[config.mk]
export PLATFORM = sky130hd
export DESIGN_NAME = dr_pwm_timer
export DESIGN_NICKNAME = d
export VERILOG_FILES = /design/src/rtl/dr_pwm_pkg.sv /design/src/rtl/dr_pwm_reload_bank.sv /design/src/rtl/dr_pwm_core.sv /design/src/rtl/dr_pwm_out.sv /design/src/rtl/dr_pwm_timer.sv
export SDC_FILE = /design/constraint.sdc
export NUM_CORES = 1
export LEC_CHECK = 0
export ABC_AREA = 1
export BUFFER_PORTS_ARGS = -buffer_cell sky130_fd_sc_hd__buf_2
export CORE_MARGIN = 5
export CORE_UTILIZATION = 57
export DETAILED_ROUTE_END_ITERATION = 7
export PLACE_DENSITY = 0.9
export SLEW_MARGIN = 20
export SYNTH_ARGS = -nofsm -noshare
export SYNTH_HDL_FRONTEND = slang
export SYNTH_SLANG_ARGS = --single-unit
export TNS_END_PERCENT = 10
[constraint.sdc]
create_clock -name clk -period 1.8 [get_ports clk]
set_input_delay 0.18 -clock clk [delete_from_list [all_inputs] [get_ports clk]]
set_output_delay 0.18 -clock clk [all_outputs]
set_load 0.02 [all_outputs]
[src/rtl/dr_pwm_pkg.sv]
package dr_pwm_pkg;
   typedef enum logic {
      PH_A = 1'b0,
      PH_B = 1'b1
   } phase_t;
endpackage

[src/rtl/dr_pwm_reload_bank.sv]
module dr_pwm_reload_bank #(
   parameter int W = 16
) (
   input  logic                clk,
   input  logic                rst_n,
   input  logic [1:0]          we,
   input  logic [1:0][W-1:0]   wdata,
   output logic [1:0][W-1:0]   value,
   output logic [1:0]          sat,
   output logic                both_sat
);
   localparam logic [W-1:0] ONES = {W{1'b1}};

   for (genvar i = 0; i < 2; i++) begin : g_reg
      always_ff @(posedge clk or negedge rst_n) begin
         if (!rst_n)
            value[i] <= '0;
         else if (we[i])
            value[i] <= wdata[i];
      end
      assign sat[i] = (value[i] == ONES);
   end

   assign both_sat = &sat;
endmodule

[src/rtl/dr_pwm_core.sv]
module dr_pwm_core
   import dr_pwm_pkg::*;
#(
   parameter int W = 16
) (
   input  logic                clk,
   input  logic                rst_n,
   input  logic                tick,
   input  logic                start,
   input  logic                stop,
   input  logic                single_shot,
   input  logic                cnt_we,
   input  logic [W-1:0]        cnt_wdata,
   input  logic [1:0][W-1:0]   rld_val,
   input  logic [1:0]          rld_sat,
   output logic                run_o,
   output logic                bnd_o,
   output logic                tog_ok_o,
   output logic                shot_end_o,
   output logic [W-1:0]        cnt_o
);
   localparam logic [W-1:0] ONES = {W{1'b1}};

   phase_t       phase;
   logic [W-1:0] cnt;
   logic         run;
   logic         cur_sat;
   logic         start_go;
   logic         wr_ok;
   logic         nxt_idx;
   logic         nxt_sat;
   logic [W-1:0] nxt_len;
   logic [W-1:0] a_len;

   assign start_go = start && !stop && !run;
   assign wr_ok    = cnt_we && !start_go && !(run && cnt_wdata == ONES);
   assign nxt_idx  = (phase == PH_A);
   assign nxt_sat  = rld_sat[nxt_idx];
   assign nxt_len  = nxt_sat ? '0 : rld_val[nxt_idx];
   assign a_len    = rld_sat[0] ? '0 : rld_val[0];
   assign bnd_o    = run && !stop && tick && !wr_ok && (cnt == '0);
   assign tog_ok_o = !cur_sat && !nxt_sat;
   assign shot_end_o = single_shot && (phase == PH_B);
   assign run_o    = run;
   assign cnt_o    = cnt;

   always_ff @(posedge clk or negedge rst_n) begin
      if (!rst_n) begin
         run     <= 1'b0;
         phase   <= PH_A;
         cnt     <= '0;
         cur_sat <= 1'b0;
      end else if (start_go) begin
         run     <= 1'b1;
         phase   <= PH_A;
         cnt     <= a_len;
         cur_sat <= rld_sat[0];
      end else begin
         if (stop)
            run <= 1'b0;
         if (wr_ok) begin
            cnt <= cnt_wdata;
         end else if (bnd_o) begin
            phase   <= (phase == PH_A) ? PH_B : PH_A;
            cnt     <= nxt_len;
            cur_sat <= nxt_sat;
            if (shot_end_o)
               run <= 1'b0;
         end else if (run && tick && !stop) begin
            cnt <= cnt - 1'b1;
         end
      end
   end
endmodule

[src/rtl/dr_pwm_out.sv]
module dr_pwm_out (
   input  logic clk,
   input  logic rst_n,
   input  logic tick,
   input  logic bnd,
   input  logic tog_ok,
   input  logic shot_end,
   output logic pwm_q,
   output logic irq_q,
   output logic trig_q
);
   logic pend;
   logic pend_tog;
   logic pend_end;

   always_ff @(posedge clk or negedge rst_n) begin
      if (!rst_n) begin
         pend     <= 1'b0;
         pend_tog <= 1'b0;
         pend_end <= 1'b0;
         pwm_q    <= 1'b0;
         irq_q    <= 1'b0;
         trig_q   <= 1'b0;
      end else begin
         trig_q <= bnd;
         irq_q  <= 1'b0;
         if (pend && tick) begin
            irq_q <= 1'b1;
            pwm_q <= pend_end ? 1'b0 : (pwm_q ^ pend_tog);
            pend  <= 1'b0;
         end
         if (bnd) begin
            pend     <= 1'b1;
            pend_tog <= tog_ok;
            pend_end <= shot_end;
         end
      end
   end
endmodule

[src/rtl/dr_pwm_timer.sv]
module dr_pwm_timer #(
   parameter int W = 16
) (
   input  logic         clk,
   input  logic         rst_n,
   input  logic         cnt_en,
   input  logic         start,
   input  logic         stop,
   input  logic         single_shot,
   input  logic         rld_a_we,
   input  logic [W-1:0] rld_a_wdata,
   input  logic         rld_b_we,
   input  logic [W-1:0] rld_b_wdata,
   input  logic         cnt_we,
   input  logic [W-1:0] cnt_wdata,
   output logic         pwm_out,
   output logic         irq_pulse,
   output logic         trig_pulse,
   output logic         cfg_err
);
   if (W < 2 || W > 32) begin : g_bad_width
      $error("dr_pwm_timer: W must lie in 2..32");
   end

   logic [1:0][W-1:0] rld_val;
   logic [1:0]        rld_sat;
   logic              run_w;
   logic              bnd_w;
   logic              tog_w;
   logic              end_w;
   logic [W-1:0]      cnt_w;

   dr_pwm_reload_bank #(.W(W)) u_bank (
      .clk      (clk),
      .rst_n    (rst_n),
      .we       ({rld_b_we, rld_a_we}),
      .wdata    ({rld_b_wdata, rld_a_wdata}),
      .value    (rld_val),
      .sat      (rld_sat),
      .both_sat (cfg_err)
   );

   dr_pwm_core #(.W(W)) u_core (
      .clk         (clk),
      .rst_n       (rst_n),
      .tick        (cnt_en),
      .start       (start),
      .stop        (stop),
      .single_shot (single_shot),
      .cnt_we      (cnt_we),
      .cnt_wdata   (cnt_wdata),
      .rld_val     (rld_val),
      .rld_sat     (rld_sat),
      .run_o       (run_w),
      .bnd_o       (bnd_w),
      .tog_ok_o    (tog_w),
      .shot_end_o  (end_w),
      .cnt_o       (cnt_w)
   );

   dr_pwm_out u_out (
      .clk      (clk),
      .rst_n    (rst_n),
      .tick     (cnt_en),
      .bnd      (bnd_w),
      .tog_ok   (tog_w),
      .shot_end (end_w),
      .pwm_q    (pwm_out),
      .irq_q    (irq_pulse),
      .trig_q   (trig_pulse)
   );
endmodule

==> results.ini <==
[synth]
syn_inst=623
synth_edf_count=0
netlist_area_sq_um=3870
ys_warn_count=0
synth_nets=681
synth_ff_type=dfrtp_1
seq_area_frac_synth=0.369
ys_ff_latch=57
synthDistinctLibCells=30
async_reset_ff_frac=1.00
synth_area_per_cell_sq_um=6.21

[outcome]
status=finished, final reports clean

[final_layout]
drive_gt1_frac=0.217
area_delta_synth_final_pct=23.4
antenna_cells=0
n_fill_cell=578
fin_util=0.714
fin_nets=771

[drt]
route.met3.wl_um=833
top_layer_used=met4
viasPerCell=5.33
wl_met2_um=5600
drt-met1-wl_um=4820
via_count=4255
antenna_left=0
drtIter0Drc=394
wl_um=11700
drt-pass1-iter-count=5
drc=0
wl_per_cell_um=14.6

[critical_path]
start_kind=flip-flop
crit_type=reg -> out
endpoint_kind=output pin
crit_fanout=4
critPathTopFamily=simple AND/OR/NAND/NOR gates
cp_slowest_cell=dfrtp_1
required_ns=1.62
critical_path_arrival_ns=1.56
critPathMaxStageDelay_ns=0.42
path_common_cell=nand2_1
path_cells=nand2_1 > nor2_1 > nand2_1 > nor2_4 > inv_2 > nor3_2 > buf_4
cp.buffers_inverters=2

[power]
p_seq_frac=0.402
power_frac_comb=0.339
switching_share=0.389
p_sw_mw=1.61
power.share.clock=0.258
ir_drop_mv=0.719
power_density_nw_per_um2=864
p_int_mw=2.52
total_leakage_power_nw=2.60

[floorplanning]
core_area_sq_um=6680
die_h_um=92.4
die_area_sq_um=8530
fp.dieW_um=92.4
initial_utilization=0.579
io_pins=61
rows=30

[cts]
clk_pin_slew_ns=0.07
cts_buffers=9
cts_tree=done
cts_sinks=57
cts.path.max_buffers=2
h-tree-depth=3
root_buffer=clkbuf_8
clock_latency_ns=0.34

[timing]
maxSlewHeadroom=0.699
post-route-min-period_ns=1.74
hold_viol=0
worst_slew_pin_slew_ns=0.452
setup_tns_ns=0
report.final.slew_viol_count=0
setup_violations=0
period_share=0.968
fmax_ghz=0.574
finClkSkew_ns=0.00688

[global_route]
antenna_found_initial=0
grt_max_degree=33
grt_usage=0.279
overflow=0
grt_pass1_wl_um=18900
grt_pass1_vias=4107

[min_path]
holdCritPathClass=in -> reg

[flow_run]
drv_cap=0

[placement]
place_congestion=0.999
port_buffers=60
post-dp-hpwl_um=8830

-- logic make-up (layout without fill, tap and decap cells) --
family | count (synthesis) | after routing | share of synthesized area
flops | 57 | 57 | 0.369
fa+ha+maj | 1 | 1 | 0.00324
mux | 2 | 2 | 0.00582
simple gates | 368 | 368 | 0.392
buf+inv | 111 | 206 | 0.112
xor+xnor | 4 | 4 | 0.00906
compound gates | 80 | 80 | 0.109
-- worst paths after layout --
path	depth (start not counted)	start	slack, ns	to
setup / recovery	7	u_bank.value[15]	0.06	cfg_err
hold / removal	3	rld_a_wdata[1]	0.05	u_bank.value[1]
setup reg to reg	12	u_core.cnt_o[1]	0.08	u_core.cnt_o[10]
hold reg to reg	1	u_out.pwm_q	0.48	u_out.pwm_q
max in group asynchronous	3	rst_n	0.82	u_core.cnt_o[5]
min in group asynchronous	2	rst_n	0.33	u_bank.value[24]
-- area by class of cell --
type	instances	area, sq um	area share
clock inverters	6	43.8	0.00918
flip-flops and latches	57	1430	0.300
inverters	93	350	0.0735
repair buffers	97	608	0.127
multi-input cells	455	2110	0.442
clock buffers	10	128	0.0268
well taps	80	100	0.0210
-- sequential cells by signal, indices dropped and copies added (netlist names) --
register and flops:
u_core.cur_sat 1, u_core.phase 1, u_out.pend_tog 1, u_out.pend 1, u_core.run_o 1, u_out.pwm_q 1
u_core.cnt_o 16, u_bank.value 32, u_out.trig_q 1, u_out.pend_end 1, u_out.irq_q 1
-- cell usage after synthesis, types with 2 or more instances --
cell | count | area [sq um]
nor2_1 | 66 | 248
buf_2 | 6 | 30.0
inv_2 | 4 | 15.0
mux2_2 | 2 | 22.5
o21ai_0 | 66 | 330
nand2_1 | 249 | 935
nor2_2 | 6 | 37.5
a21oi_1 | 10 | 50.1
dfrtp_1 | 57 | 1430
nand3_1 | 30 | 150
xnor2_1 | 3 | 26.3
nand2_2 | 5 | 31.3
inv_1 | 88 | 330
nand3b_1 | 3 | 22.5
or2_2 | 2 | 12.5
clkbuf_1 | 11 | 41.3
nand3_2 | 2 | 20.0
-- per-stage QoR --
stage / hold slack [ns] / total power [mW] / instance area [sq um] / setup slack [ns] / instances
after global routing: 0.0546 / 4.40 / 4770 / -0.0257 / 798
after global placement: 0.142 / 2.90 / 4400 / -0.00792 / 770
after floorplan: -0.116 / 2.45 / 3870 / 0.155 / 623
after detailed placement: 0.142 / 2.93 / 4400 / -0.00234 / 770
final: 0.0482 / 4.12 / 4770 / 0.0584 / 798
after CTS: 0.0423 / 4.00 / 4620 / -0.00817 / 791
-- layout by cell type (no fill, tap or decap), types with 3 or more instances in the layout --
cell / instances
nand2_1: 246
inv_1: 85
o21ai_0: 66
nor2_1: 61
buf_2: 59
dfrtp_1: 54
buf_4: 35
nand3_1: 27
a21oi_1: 10
clkbuf_8: 9
nand2_2: 8
inv_2: 7
nor2_4: 7
nor2_2: 4
nand3_2: 3
nand3_4: 3
clkinv_2: 3
nand3b_1: 3
xnor2_1: 3
dfrtp_2: 3
-- metal layers --
| layer | vias to the layer above | global-route usage |
|---|---|---|
| li1 | 2078 | - |
| met1 | 1934 | 0.362 |
| met2 | 205 | 0.472 |
| met3 | 38 | 0.0422 |
| met4 | 0 | 0.103 |
| met5 | - | 0 |
-- power by group through the flow --
stage,registers (mW),clock network (mW),logic (mW)
6_report,1.66,1.07,1.40
5_1_grt,1.68,1.14,1.58
4_1_cts,1.64,1.07,1.29
3_5_place_dp,1.67,0,1.26
3_3_place_gp,1.66,0,1.24
2_1_floorplan,1.61,0,0.840
-- tightest hold or removal path, delay by kind of cell --
family                 cells  cell delay (ns)
AND/OR/NAND/NOR            1             0.04
buffers and inverters      1             0.07
AO/OA/AOI/OAI              1             0.06
-- timing repair --
action / CTS / global route
hold endpoints to repair: 19 / 0
setup endpoints to repair: 8 / 22
hold buffers: 1 / 0
pin swaps: 1 / 8
setup buffers: 4 / 7
resized for setup: 2 / 28
Power figures use the tool's default switching activity.
